File: config.mk
export PLATFORM = sky130hd
export DESIGN_NAME = bb_alias_unit
export DESIGN_NICKNAME = d
export VERILOG_FILES = /design/src/rtl/bb_pkg.sv /design/src/rtl/bb_decode.sv /design/src/rtl/bb_seq.sv /design/src/rtl/bb_alias_unit.sv
export SDC_FILE = /design/constraint.sdc
export NUM_CORES = 1
export LEC_CHECK = 0
export ABC_AREA = 1
export CORE_MARGIN = 10
export CORE_UTILIZATION = 45
export CTS_CLUSTER_DIAMETER = 40
export DETAILED_ROUTE_END_ITERATION = 7
export PLACE_DENSITY = 0.87
export SETUP_SLACK_MARGIN = 0.1
export SYNTH_ARGS = -nofsm -noshare
export SYNTH_HDL_FRONTEND = slang
export SYNTH_SLANG_ARGS = --single-unit
File: constraint.sdc
create_clock -name clk -period 3.55 [get_ports clk]
set_input_delay 0.5325 -clock clk [delete_from_list [all_inputs] [get_ports clk]]
set_output_delay 0.5325 -clock clk [all_outputs]
set_load 0.05 [all_outputs]
File: src/rtl/bb_pkg.sv
package bb_pkg;

    localparam int ADDR_W  = 32;
    localparam int DATA_W  = 32;
    localparam int LANES   = DATA_W / 8;
    localparam int LANE_W  = $clog2(LANES);

    typedef enum logic [2:0] {
        ST_IDLE,
        ST_FWD,
        ST_BIT_RD,
        ST_RMW_RD,
        ST_RMW_WR,
        ST_FAULT
    } bb_state_e;

    typedef struct packed {
        logic              hit;
        logic [ADDR_W-1:0] word_addr;
        logic [LANE_W-1:0] lane;
        logic [2:0]        bit_idx;
    } bb_xlat_t;

    function automatic logic [7:0] bb_put_bit(input logic [7:0] b,
                                              input logic [2:0] idx,
                                              input logic       val);
        logic [7:0] r;
        r      = b;
        r[idx] = val;
        return r;
    endfunction

endpackage

File: src/rtl/bb_decode.sv
module bb_decode
    import bb_pkg::*;
#(
    parameter logic [ADDR_W-1:0] REGION_BASE = 32'h2000_0000,
    parameter logic [ADDR_W-1:0] ALIAS_BASE  = 32'h2200_0000,
    parameter int                SPAN_LOG2   = 20
) (
    input  logic [ADDR_W-1:0] addr,
    output bb_xlat_t          xl
);
    localparam int ALIAS_LOG2 = SPAN_LOG2 + 5;

    logic [SPAN_LOG2-1:0] byte_off;
    logic [ADDR_W-1:0]    byte_addr;
    logic                 unused_low;

    assign unused_low   = &{1'b0, addr[1:0]};
    assign byte_off     = addr[ALIAS_LOG2-1:5];
    assign byte_addr    = REGION_BASE + {{(ADDR_W-SPAN_LOG2){1'b0}}, byte_off};

    assign xl.hit       = (addr[ADDR_W-1:ALIAS_LOG2] == ALIAS_BASE[ADDR_W-1:ALIAS_LOG2]);
    assign xl.word_addr = {byte_addr[ADDR_W-1:LANE_W], {LANE_W{1'b0}}};
    assign xl.lane      = byte_addr[LANE_W-1:0];
    assign xl.bit_idx   = addr[4:2];

endmodule

File: src/rtl/bb_seq.sv
module bb_seq
    import bb_pkg::*;
(
    input  logic              clk,
    input  logic              rst_n,
    input  logic              m_req,
    input  logic              m_cpu,
    input  logic              m_we,
    input  logic [ADDR_W-1:0] m_addr,
    input  logic [LANES-1:0]  m_be,
    input  logic [DATA_W-1:0] m_wdata,
    input  bb_xlat_t          xl,
    output logic              m_ready,
    output logic              m_err,
    output logic [DATA_W-1:0] m_rdata,
    output logic              s_req,
    output logic              s_lock,
    output logic              s_we,
    output logic [ADDR_W-1:0] s_addr,
    output logic [LANES-1:0]  s_be,
    output logic [DATA_W-1:0] s_wdata,
    input  logic              s_ready,
    input  logic [DATA_W-1:0] s_rdata
);
    bb_state_e         state, state_nx;
    logic [ADDR_W-1:0] cap_addr;
    logic [LANES-1:0]  cap_be;
    logic [DATA_W-1:0] cap_wdata;
    logic              cap_we;
    logic [LANE_W-1:0] cap_lane;
    logic [2:0]        cap_bit;
    logic              cap_newbit;
    logic [7:0]        rd_byte;
    logic [7:0]        lane_byte;
    logic [LANES-1:0]  lane_oh;

    assign lane_byte = s_rdata[{cap_lane, 3'b000} +: 8];
    assign lane_oh   = LANES'(1) << cap_lane;

    // next-state
    always_comb begin
        state_nx = state;
        unique case (state)
            ST_IDLE: begin
                if (m_req) begin
                    if (!xl.hit)     state_nx = ST_FWD;
                    else if (!m_cpu) state_nx = ST_FAULT;
                    else if (m_we)   state_nx = ST_RMW_RD;
                    else             state_nx = ST_BIT_RD;
                end
            end
            ST_FWD, ST_BIT_RD, ST_RMW_WR: if (s_ready) state_nx = ST_IDLE;
            ST_RMW_RD:                    if (s_ready) state_nx = ST_RMW_WR;
            ST_FAULT:                     state_nx = ST_IDLE;
            default:                      state_nx = ST_IDLE;
        endcase
    end

    // state register and request capture
    always_ff @(posedge clk or negedge rst_n) begin
        if (!rst_n) begin
            state      <= ST_IDLE;
            cap_addr   <= '0;
            cap_be     <= '0;
            cap_wdata  <= '0;
            cap_we     <= 1'b0;
            cap_lane   <= '0;
            cap_bit    <= '0;
            cap_newbit <= 1'b0;
            rd_byte    <= '0;
        end else begin
            state <= state_nx;
            if (state == ST_IDLE && m_req) begin
                cap_addr   <= xl.hit ? xl.word_addr : m_addr;
                cap_be     <= m_be;
                cap_wdata  <= m_wdata;
                cap_we     <= m_we;
                cap_lane   <= xl.lane;
                cap_bit    <= xl.bit_idx;
                cap_newbit <= m_wdata[0];
            end
            if (state == ST_RMW_RD && s_ready) rd_byte <= lane_byte;
        end
    end

    // outputs
    always_comb begin
        m_ready = 1'b0;
        m_err   = 1'b0;
        m_rdata = '0;
        s_req   = 1'b0;
        s_lock  = 1'b0;
        s_we    = 1'b0;
        s_addr  = cap_addr;
        s_be    = lane_oh;
        s_wdata = '0;
        unique case (state)
            ST_IDLE: ;
            ST_FWD: begin
                s_req   = 1'b1;
                s_we    = cap_we;
                s_be    = cap_be;
                s_wdata = cap_wdata;
                m_ready = s_ready;
                m_rdata = s_rdata;
            end
            ST_BIT_RD: begin
                s_req   = 1'b1;
                m_ready = s_ready;
                m_rdata = {{(DATA_W-1){1'b0}}, lane_byte[cap_bit]};
            end
            ST_RMW_RD: begin
                s_req  = 1'b1;
                s_lock = 1'b1;
            end
            ST_RMW_WR: begin
                s_req   = 1'b1;
                s_lock  = 1'b1;
                s_we    = 1'b1;
                s_wdata = {LANES{bb_put_bit(rd_byte, cap_bit, cap_newbit)}};
                m_ready = s_ready;
            end
            ST_FAULT: begin
                m_ready = 1'b1;
                m_err   = 1'b1;
            end
            default: ;
        endcase
    end

    // a completed locked read is followed by a locked write
    p_lock_pair_r6: assert property (@(posedge clk) disable iff (!rst_n)
        (s_req && s_lock && !s_we && s_ready) |=> (s_req && s_lock && s_we));

    // locked phases touch exactly one byte lane
    p_one_lane_r3: assert property (@(posedge clk) disable iff (!rst_n)
        (s_req && s_lock) |-> ($countones(s_be) == 1));

    // no completion to the master while only the read phase is done
    p_no_early_ack_r5: assert property (@(posedge clk) disable iff (!rst_n)
        (s_req && s_lock && !s_we) |-> !m_ready);

    // an error response never coincides with a slave access
    p_fault_quiet_r7: assert property (@(posedge clk) disable iff (!rst_n)
        m_err |-> (m_ready && !s_req));

    // the locked write goes to the word the locked read used
    p_same_word_r3: assert property (@(posedge clk) disable iff (!rst_n)
        (s_req && s_lock && !s_we && s_ready) |=> (s_addr == $past(s_addr)));

endmodule

File: src/rtl/bb_alias_unit.sv
module bb_alias_unit
    import bb_pkg::*;
#(
    parameter int                                  NUM_REGIONS  = 2,
    parameter int                                  SPAN_LOG2    = 20,
    parameter logic [NUM_REGIONS-1:0][ADDR_W-1:0] REGION_BASES = {32'h4000_0000, 32'h2000_0000},
    parameter logic [NUM_REGIONS-1:0][ADDR_W-1:0] ALIAS_BASES  = {32'h4200_0000, 32'h2200_0000}
) (
    input  logic              clk,
    input  logic              rst_n,
    input  logic              m_req,
    input  logic              m_cpu,
    input  logic              m_we,
    input  logic [ADDR_W-1:0] m_addr,
    input  logic [LANES-1:0]  m_be,
    input  logic [DATA_W-1:0] m_wdata,
    output logic              m_ready,
    output logic              m_err,
    output logic [DATA_W-1:0] m_rdata,
    output logic              s_req,
    output logic              s_lock,
    output logic              s_we,
    output logic [ADDR_W-1:0] s_addr,
    output logic [LANES-1:0]  s_be,
    output logic [DATA_W-1:0] s_wdata,
    input  logic              s_ready,
    input  logic [DATA_W-1:0] s_rdata
);
    bb_xlat_t               xl_r [NUM_REGIONS];
    logic [NUM_REGIONS-1:0] hit_vec;
    bb_xlat_t               xl_sel;

    for (genvar g = 0; g < NUM_REGIONS; g++) begin : g_region
        bb_decode #(
            .REGION_BASE (REGION_BASES[g]),
            .ALIAS_BASE  (ALIAS_BASES[g]),
            .SPAN_LOG2   (SPAN_LOG2)
        ) u_dec (
            .addr (m_addr),
            .xl   (xl_r[g])
        );
        assign hit_vec[g] = xl_r[g].hit;
    end

    always_comb begin
        xl_sel = '0;
        for (int i = 0; i < NUM_REGIONS; i++) begin
            if (xl_r[i].hit) xl_sel = xl_r[i];
        end
    end

    bb_seq u_seq (
        .clk     (clk),
        .rst_n   (rst_n),
        .m_req   (m_req),
        .m_cpu   (m_cpu),
        .m_we    (m_we),
        .m_addr  (m_addr),
        .m_be    (m_be),
        .m_wdata (m_wdata),
        .xl      (xl_sel),
        .m_ready (m_ready),
        .m_err   (m_err),
        .m_rdata (m_rdata),
        .s_req   (s_req),
        .s_lock  (s_lock),
        .s_we    (s_we),
        .s_addr  (s_addr),
        .s_be    (s_be),
        .s_wdata (s_wdata),
        .s_ready (s_ready),
        .s_rdata (s_rdata)
    );

    // alias windows of different regions never overlap
    p_regions_disjoint_r9: assert property (@(posedge clk) disable iff (!rst_n)
        $onehot0(hit_vec));

endmodule

**Word-level counts from Yosys, hierarchy flattened**

Cells that the tools add are included.

- Bits in registers: 86

- Reduce and logical (&&, ||, !) cells: 8
- Multiplexer cells: 23
- Add/subtract/negate cells: 2
- Eq/ne operators: 10
- Shifts and indexed selects: 2
- $lt $le $gt $ge: 2

Operator list:

| kind | count |
|---|---|
| one-hot mux 32 bit (2 select lines) | 2 |
| two-way mux 38 bit | 2 |
| adder 31 x 20 -> 32 bit, first input constant | 1 |
| two-way mux 32 bit | 1 |
| variable part select 32 x 6 -> 8 bit | 1 |
| adder 30 x 20 -> 31 bit, first input constant | 1 |
| two-way mux 3 bit | 5 |
| one-hot mux 3 bit (3 select lines) | 1 |
| bitwise mux 8 bit | 1 |
| equality test 7 x 5 -> 1 bit, second input constant | 1 |
| equality test 7 x 6 -> 1 bit, second input constant | 1 |
| equality test 3 x 2 -> 1 bit, second input constant | 2 |
| equality test 3 bit, second input constant | 2 |
| two-way mux 1 bit | 6 |
| less-than comparator 3 x 4 -> 1 bit, second input constant | 1 |
| two-way mux 4 bit | 1 |
| != test 2 bit, second input constant | 2 |
| one-hot mux 1 bit (2 select lines) | 2 |
| OR reduction 4 bit | 1 |
| left shift 1 x 2 -> 4 bit, first input constant | 1 |
| binary-select mux 1 bit (select 3 bit) | 1 |
| demux 1 bit (select 3 bit) | 1 |
| equality test 3 x 1 -> 1 bit, second input constant | 1 |
| >= comparator 3 x 1 -> 1 bit, second input constant | 1 |
| other kinds (6) | 8 |

**Logic depth before layout (Yosys ltp)**

Gate-level depths: netlist of run 1.

- Word-level depth: 6
- Depth in mapped cells: 12
- Gate-level depth less buffers: 11

**By module**

Synthesis of run 1 repeated with hierarchy kept, for this count alone.

- Cell total of the unflattened synthesis: 913
- Area, all modules: 5938.2 um^2

By module, submodules not included:

| module | times used | cells each | area an instance (um^2) |
|---|---|---|---|
| bb_seq | 1 | 695 | 4734.5 |
| bb_decode | 2 | 47 | 315.3 |
| bb_alias_unit | 1 | 124 | 573.0 |

**Worst setup path before layout of run 1**

OpenSTA, ideal clock, no wires.

- Kind: reg2out
- Start: reg u_seq.state[1]
- End: out s_be[0]
- Path buffers: 2
- Slack: 1.033 ns
- Cell stages (with the launch flop): 6
- Data required time: 3.017 ns
- Arrival time: 1.985 ns
- Path through: dfrtp_1 -> inv_1 -> nand3_1 -> buf_2 -> clkbuf_1 -> o21ai_0

- Cells in the longest elaborated chain, start to end: 2

Ends and longest elaborated chain:

| item | RTL line | text |
|---|---|---|
| start: declaration | bb_seq.sv:25 | `bb_state_e state, state_nx;` |
| start signal: assignment | bb_seq.sv:72 | `state <= state_nx;` |
| equality test 3 x 1 -> 1 bit | bb_seq.sv:97 | `unique case (state)` |
| two-way mux 4 bit | bb_seq.sv:97 |  |
| end: declaration | bb_alias_unit.sv:24 | `output logic [LANES-1:0] s_be,` |

No other way between the ends.

**Worst setup path after layout of run 1**

- Start: reg u_seq.state[0]
- End: out s_wdata[28]

- Cells in the longest elaborated chain, start to end: 2
- Elaborated cells between the ends (all ways): 3
- Those cells by class: 2 x eq/ne; 1 x mux

Ends and longest elaborated chain:

| item | RTL line | text |
|---|---|---|
| equality test 3 bit / equality test 3 x 1 -> 1 bit (equally long branches) | bb_seq.sv:97 |  |
| one-hot mux 32 bit (2 select lines) (*) | bb_seq.sv:97 |  |
| end: declaration | bb_alias_unit.sv:25 | `output logic [DATA_W-1:0] s_wdata,` |

Every way passes the cells marked *; elsewhere a longest branch is shown, timed or not.

==> results_dict.tcl, run 1 <==
set metrics [dict create \
    status "finished, final reports clean" \
    ant_nets 0 \
    setup_viol 0 \
    dieArea_um2 14500 \
    antenna_found_initial 0 \
    post_cts_resized 0 \
    area.growth.synth_to_final_pct 51.4 \
    utilization_pct 70.2 \
    max_slew_margin_pct 28.2 \
    final_layout_size_suffix_gt1_share_pct 5.00 \
    track_usage_pct 21.4 \
    num_rows 36 \
    hpwlAfterDp_mm 12.3 \
    antenna_cells 0 \
    max_freq_ghz 0.301 \
    pre_cts_ws_ns 0.712 \
    ys_ff_latch 85 \
    grt_max_degree 86 \
    path_cells "nor2_2, nand2_1, a21oi_1, o21ai_0, o21ai_0, clkdlybuf4s50_1" \
    syn_nets 730 \
    fin_crit_sh_pct 93.5 \
    fillCellCount 796 \
    p_leak_nw 3.28 \
    grt_setup_unrepaired "false" \
    syn-cell-area_um2 4530 \
    path_clk_slew_ns 0.08 \
    ys_warn_count 0 \
    final_cell_area_um2 6860 \
    vias_per_cell 5.13 \
    end_kind "output port" \
    die_w_um 120 \
    gr-total-overflow 0 \
    wl_per_cell_um 16.9 \
    hold_class "in2async" \
    path_class "reg2out" \
    min_period_ns 3.32 \
    drc 0 \
    insertion_delay_ns 0.36 \
    ctsHoldBuffers 0 \
    ir_worst_vdd_mv 0.588 \
    pwr-share-comb_pct 62.4 \
    synthCells 624 \
    place_area_um2 6650 \
    power.switching_mw 3.16 \
    worst_path_largest_cell_delay_ns 0.83 \
    core_area_um2 9770 \
    power_frac_seq_pct 25.6 \
    cts_root_buf "clkbuf_8" \
    syn_area_per_cell_um2 7.26 \
    post-cts-setup-buffers 0 \
    initialDrtViolationCount 405 \
    dr.pass1.iters 6 \
    grt_pass1_wl_mm 25.0 \
    worst_pin_slew_ns 1.08 \
    tns_ns 0 \
    cts_buffers 9 \
    die_h_um 120 \
    synth.distinct_cells 27 \
    multiInputGateArea_um2 1890 \
    cp_max_fo 10 \
    clkPwrFrac_pct 12.0 \
    grt_pass1_vias 4721 \
    maxCapViolCount 0 \
    crit_top_cell "o21ai_0" \
    cts_tree "done" \
    setup_ws_ns 0.231 \
    power.share.switching_pct 52.2 \
    io_buffers 210 \
    finClkSkew_ns 0.00836 \
    num_vias 4886 \
    seqCellArea_um2 2130 \
    ys_seq_area_share_pct 47.0 \
    p_per_area_nw_per_um2 883 \
    clock_sinks 85 \
    gp_congestion 0.857 \
    required_ns 3.02 \
    cp_slowest_cell "clkdlybuf4s50_1" \
    p_total_mw 6.06 \
    cts_max_path_buffers 2 \
    start_util_pct 46.3 \
    drt_wl_total_mm 16.1 \
    cp-start-kind "register" \
    ios 211 \
    hold_viol_final 0 \
    nNetsFinal 921 \
    critical_path_arrival_ns 2.79 \
    intPower_mw 2.90 \
    h-tree-depth 3 \
    slew_violations 0 \
]
-- state kept, by name, indices dropped and copies added (netlist names) --
name,count
u_seq.cap_lane,2
u_seq.cap_we,1
u_seq.s_addr,32
u_seq.cap_bit,3
u_seq.cap_be,4
u_seq.rd_byte,8
u_seq.cap_wdata,32
u_seq.state,3
-- layout make-up --
type                    count  area share, %
multi-input cells         417           27.6
inverters                  88           4.82
clock buffers              13           2.46
clock inverters             3          0.620
flip-flops and latches     85           31.0
well taps                 133           2.43
repair buffers            214           31.0
-- worst paths after layout --
check / start / end / slack, ns / cells after the start
worst max-delay path: u_seq.state[0] / s_wdata[28] / 0.23 / 6
worst min-delay path: rst_n / u_seq.s_addr[13] / 0.34 / 1
worst max register to register: u_seq.state[0] / u_seq.s_addr[17] / 1.42 / 7
worst min register to register: u_seq.s_addr[28] / u_seq.s_addr[28] / 0.48 / 2
max in group asynchronous: rst_n / u_seq.cap_be[1] / 2.49 / 1
min in group clk: u_seq.s_addr[28] / u_seq.s_addr[28] / 0.48 / 2
-- synth_stat cells, drive strengths merged --
| master | instances | share of area [%] |
|---|---|---|
| nand2 | 183 | 15 |
| o21ai | 124 | 14 |
| inv | 87 | 7.2 |
| dfrtp | 85 | 47 |
| nor2 | 53 | 4.6 |
| buf | 26 | 3.5 |
| nand3 | 19 | 2.2 |
| a21oi | 12 | 1.4 |
| nor3 | 10 | 1.2 |
| clkbuf | 8 | 0.66 |
| mux2 | 8 | 2.0 |
| o211ai | 2 | 0.33 |
| o22ai | 2 | 0.28 |
| clkinv | 1 | 0.083 |
| nand2b | 1 | 0.14 |
| o31ai | 1 | 0.28 |
| or2 | 1 | 0.14 |
| xor2 | 1 | 0.19 |
-- logic make-up after synthesis --
kind of cell              after synthesis  share of synthesized area [%]
AOI/OAI and AO/OA                     141                           16.0
xor gates and xnor gates                1                          0.193
buffers and inverters                 122                           11.4
DFF                                    85                           47.0
muxes                                   8                           1.99
and+or+nand+nor                       267                           23.4
-- power groups by stage --
stage | combinational, mW | sequential, mW | clock, mW
after floorplan | 1.85 | 2.17 | 0
after global placement | 3.72 | 1.54 | 0
after detailed placement | 3.78 | 1.57 | 0
after CTS | 3.80 | 1.56 | 0.739
after global routing | 3.98 | 1.59 | 0.783
final | 3.78 | 1.55 | 0.725
-- worst max-delay path: cells and delay by family, from the launching register on --
kind	cells	cell delay (ns)
flops	1	0.46
buf+inv	1	0.83
simple gates	2	0.36
compound gates	3	0.78
-- metal layers --
layer	GRT usage [%]	part of all wire, %	vias to the layer above
met1	24.6	39	2310
met3	6.10	8.6	34
met5	0	0	-
met2	37.2	50	210
li1	-	-	2332
met4	7.77	2.7	0
-- metrics by stage --
step | instances | hold WS, ns
after global routing | 953 | 0.423
after global placement | 937 | 0.453
after floorplan | 624 | 0.237
after CTS | 953 | 0.403
after detailed placement | 937 | 0.469
final | 953 | 0.338
-- cell usage in the layout, fill, tap and decap left out --
master / synthesis / layout
clkinvlp_4: 0 / 1
inv_2: 3 / 3
nand2b_1: 1 / 1
bufinv_16: 0 / 1
xor2_1: 1 / 1
nor3_2: 1 / 1
clkdlybuf4s50_1: 0 / 207
nor2_2: 3 / 2
o21ai_1: 13 / 13
nor2_1: 50 / 50
o211ai_1: 2 / 2
nand3_2: 1 / 2
nor3_1: 9 / 9
a21oi_2: 1 / 1
inv_1: 84 / 84
o22ai_1: 2 / 2
clkbuf_1: 8 / 1
o21ai_0: 111 / 111
clkinv_1: 1 / 1
dfrtp_1: 85 / 85
o31ai_2: 1 / 1
or2_2: 1 / 1
nand3_1: 18 / 17
buf_4: 2 / 6
clkinv_2: 0 / 1
clkbuf_8: 0 / 12
dlymetal6s2s_1: 0 / 1
nand2_1: 183 / 183
nor2_4: 0 / 1
mux2_2: 8 / 8
a21oi_1: 11 / 11
No activity file was read; power rests on OpenSTA's default activity.
==> run 2, diff against run 1 <==
--- a/config.mk
+++ b/config.mk
@@ -12,6 +12,7 @@
 export DETAILED_ROUTE_END_ITERATION = 7
 export PLACE_DENSITY = 0.87
 export SETUP_SLACK_MARGIN = 0.1
+export SLEW_MARGIN = 20
 export SYNTH_ARGS = -nofsm -noshare
 export SYNTH_HDL_FRONTEND = slang
 export SYNTH_SLANG_ARGS = --single-unit
==> run 2 against run 1 <==
Compared with the run above:
- register-to-register slack hardly changed
- sequential power hardly changed
- cell count stayed put
- die area stayed put
- combinational power hardly changed
- hold slack worse by 0.14 ns
- flip-flop and latch count stayed put
==> results_dict.tcl, run 2 (synthesis gave the netlist of run 1 again) <==
set metrics [dict create \
    status "finished, final reports clean" \
    required_ns 3.02 \
    utilization_pct 70.2 \
    num_vias 4891 \
    final_cell_area_um2 6860 \
    gp_congestion 0.857 \
    area.growth.synth_to_final_pct 51.5 \
    grt_max_degree 86 \
    ant_nets 0 \
    track_usage_pct 21.4 \
    ios 211 \
    maxCapViolCount 0 \
    ctsHoldBuffers 0 \
    gr-total-overflow 0 \
    dp.cells 937 \
    drc 0 \
    initialDrtViolationCount 405 \
    antenna_cells 0 \
    hold_class "in2async" \
    path_clk_slew_ns 0.08 \
    path_class "reg2out" \
    grt_pass1_wl_mm 25.0 \
    drt_wl_total_mm 16.1 \
    max_slew_margin_pct 40.1 \
    grt_pass1_vias 4721 \
    fillCellCount 795 \
    die_h_um 120 \
    hpwlAfterDp_mm 12.3 \
    power_frac_seq_pct 25.7 \
    critical_path_arrival_ns 2.79 \
    tns_ns 0 \
    nNetsFinal 921 \
    power.share.switching_pct 52.2 \
    grt_setup_unrepaired "false" \
    pwr-share-comb_pct 62.4 \
    place_area_um2 6650 \
    layout_common_cells "207 x clkdlybuf4s50_1, 183 x nand2_1, 111 x o21ai_0, 85 x dfrtp_1, 84 x inv_1" \
    cts_buffers 9 \
    insertion_delay_ns 0.35 \
    dieArea_um2 14500 \
    p_leak_nw 3.28 \
    clock_sinks 85 \
    fin_crit_sh_pct 93.5 \
    ir_worst_vdd_mv 0.588 \
    cp_max_fo 10 \
    slew_violations 0 \
    min_period_ns 3.32 \
    r2r_cells 7 \
    num_rows 36 \
    setup_viol 0 \
    intPower_mw 2.90 \
    power.switching_mw 3.16 \
    finClkSkew_ns 0.00834 \
    die_w_um 120 \
    start_util_pct 46.3 \
    antenna_found_initial 0 \
    core_area_um2 9770 \
    stdcell_count 953 \
    end_kind "output port" \
    cts_tree "done" \
    p_per_area_nw_per_um2 883 \
    clkPwrFrac_pct 11.9 \
    final_common_cell "clkdlybuf4s50_1" \
    wl_per_cell_um 16.9 \
    io_buffers 210 \
    worst_pin_slew_ns 0.889 \
    cp-start-kind "register" \
    hold_viol_final 0 \
    cts_max_path_buffers 2 \
    dr.pass1.iters 7 \
    cts_root_buf "clkbuf_8" \
    vias_per_cell 5.13 \
    max_freq_ghz 0.301 \
    final_layout_size_suffix_gt1_share_pct 5.00 \
    post-cts-setup-buffers 0 \
    h-tree-depth 3 \
]
[run 2: path summary, 6_finish.rpt]
kind | endpoint | slack, ns | from
min | u_seq.s_addr[13] | 0.20 | rst_n
min reg2reg | u_seq.s_addr[28] | 0.48 | u_seq.s_addr[28]
max in group asynchronous | u_seq.cap_be[1] | 2.78 | rst_n
max | s_wdata[28] | 0.23 | u_seq.state[0]
max reg2reg | u_seq.s_addr[17] | 1.42 | u_seq.state[0]
min in group clk | u_seq.s_addr[28] | 0.48 | u_seq.s_addr[28]
[run 2: what timing repair did]
item	4_1_cts	5_1_grt
gates resized for setup	0	1
endpoints found under the hold margin	0	0
endpoints found under the setup margin	0	1
[run 2: cell type report]
class	instances	area, µm²	share of cell area, %
multi-input cells	417	1890	27.6
inverters	88	330	4.81
clock buffers	13	169	2.46
well taps	133	166	2.42
clock inverters	3	42.5	0.620
flip-flops and latches	85	2130	31.0
repair buffers	214	2130	31.1
[run 2: power groups by stage]
stage	Sequential [mW]	Clock [mW]	Combinational (mW)
floorplan	2.17	0	1.85
global placement	1.54	0	3.72
detailed placement	1.57	0	3.78
CTS	1.56	0.739	3.80
global route	1.59	0.783	3.98
finish	1.55	0.723	3.78
[run 2: critical path, stage by stage, from the launching register on]
cell             delay [ns]
dfrtp_1                0.46
nor2_2                 0.13
nand2_1                0.23
a21oi_1                0.22
o21ai_0                0.36
o21ai_0                0.20
clkdlybuf4s50_1        0.83
[run 2: layer usage]
layer | vias up | global-route usage [%] | part of all wire, %
met5 | - | 0 | 0
met4 | 0 | 7.77 | 2.6
met3 | 41 | 6.10 | 8.7
met2 | 213 | 37.2 | 50
met1 | 2304 | 24.6 | 39
li1 | 2333 | - | -
[run 2: through the flow]
stage | power, mW | hold slack, ns | setup slack (ns)
floorplan | 4.02 | 0.237 | 1.03
CTS | 6.09 | 0.403 | 0.264
global route | 6.36 | 0.256 | 0.105
detailed placement | 5.35 | 0.469 | 0.712
finish | 6.06 | 0.199 | 0.232
global placement | 5.26 | 0.453 | 0.810
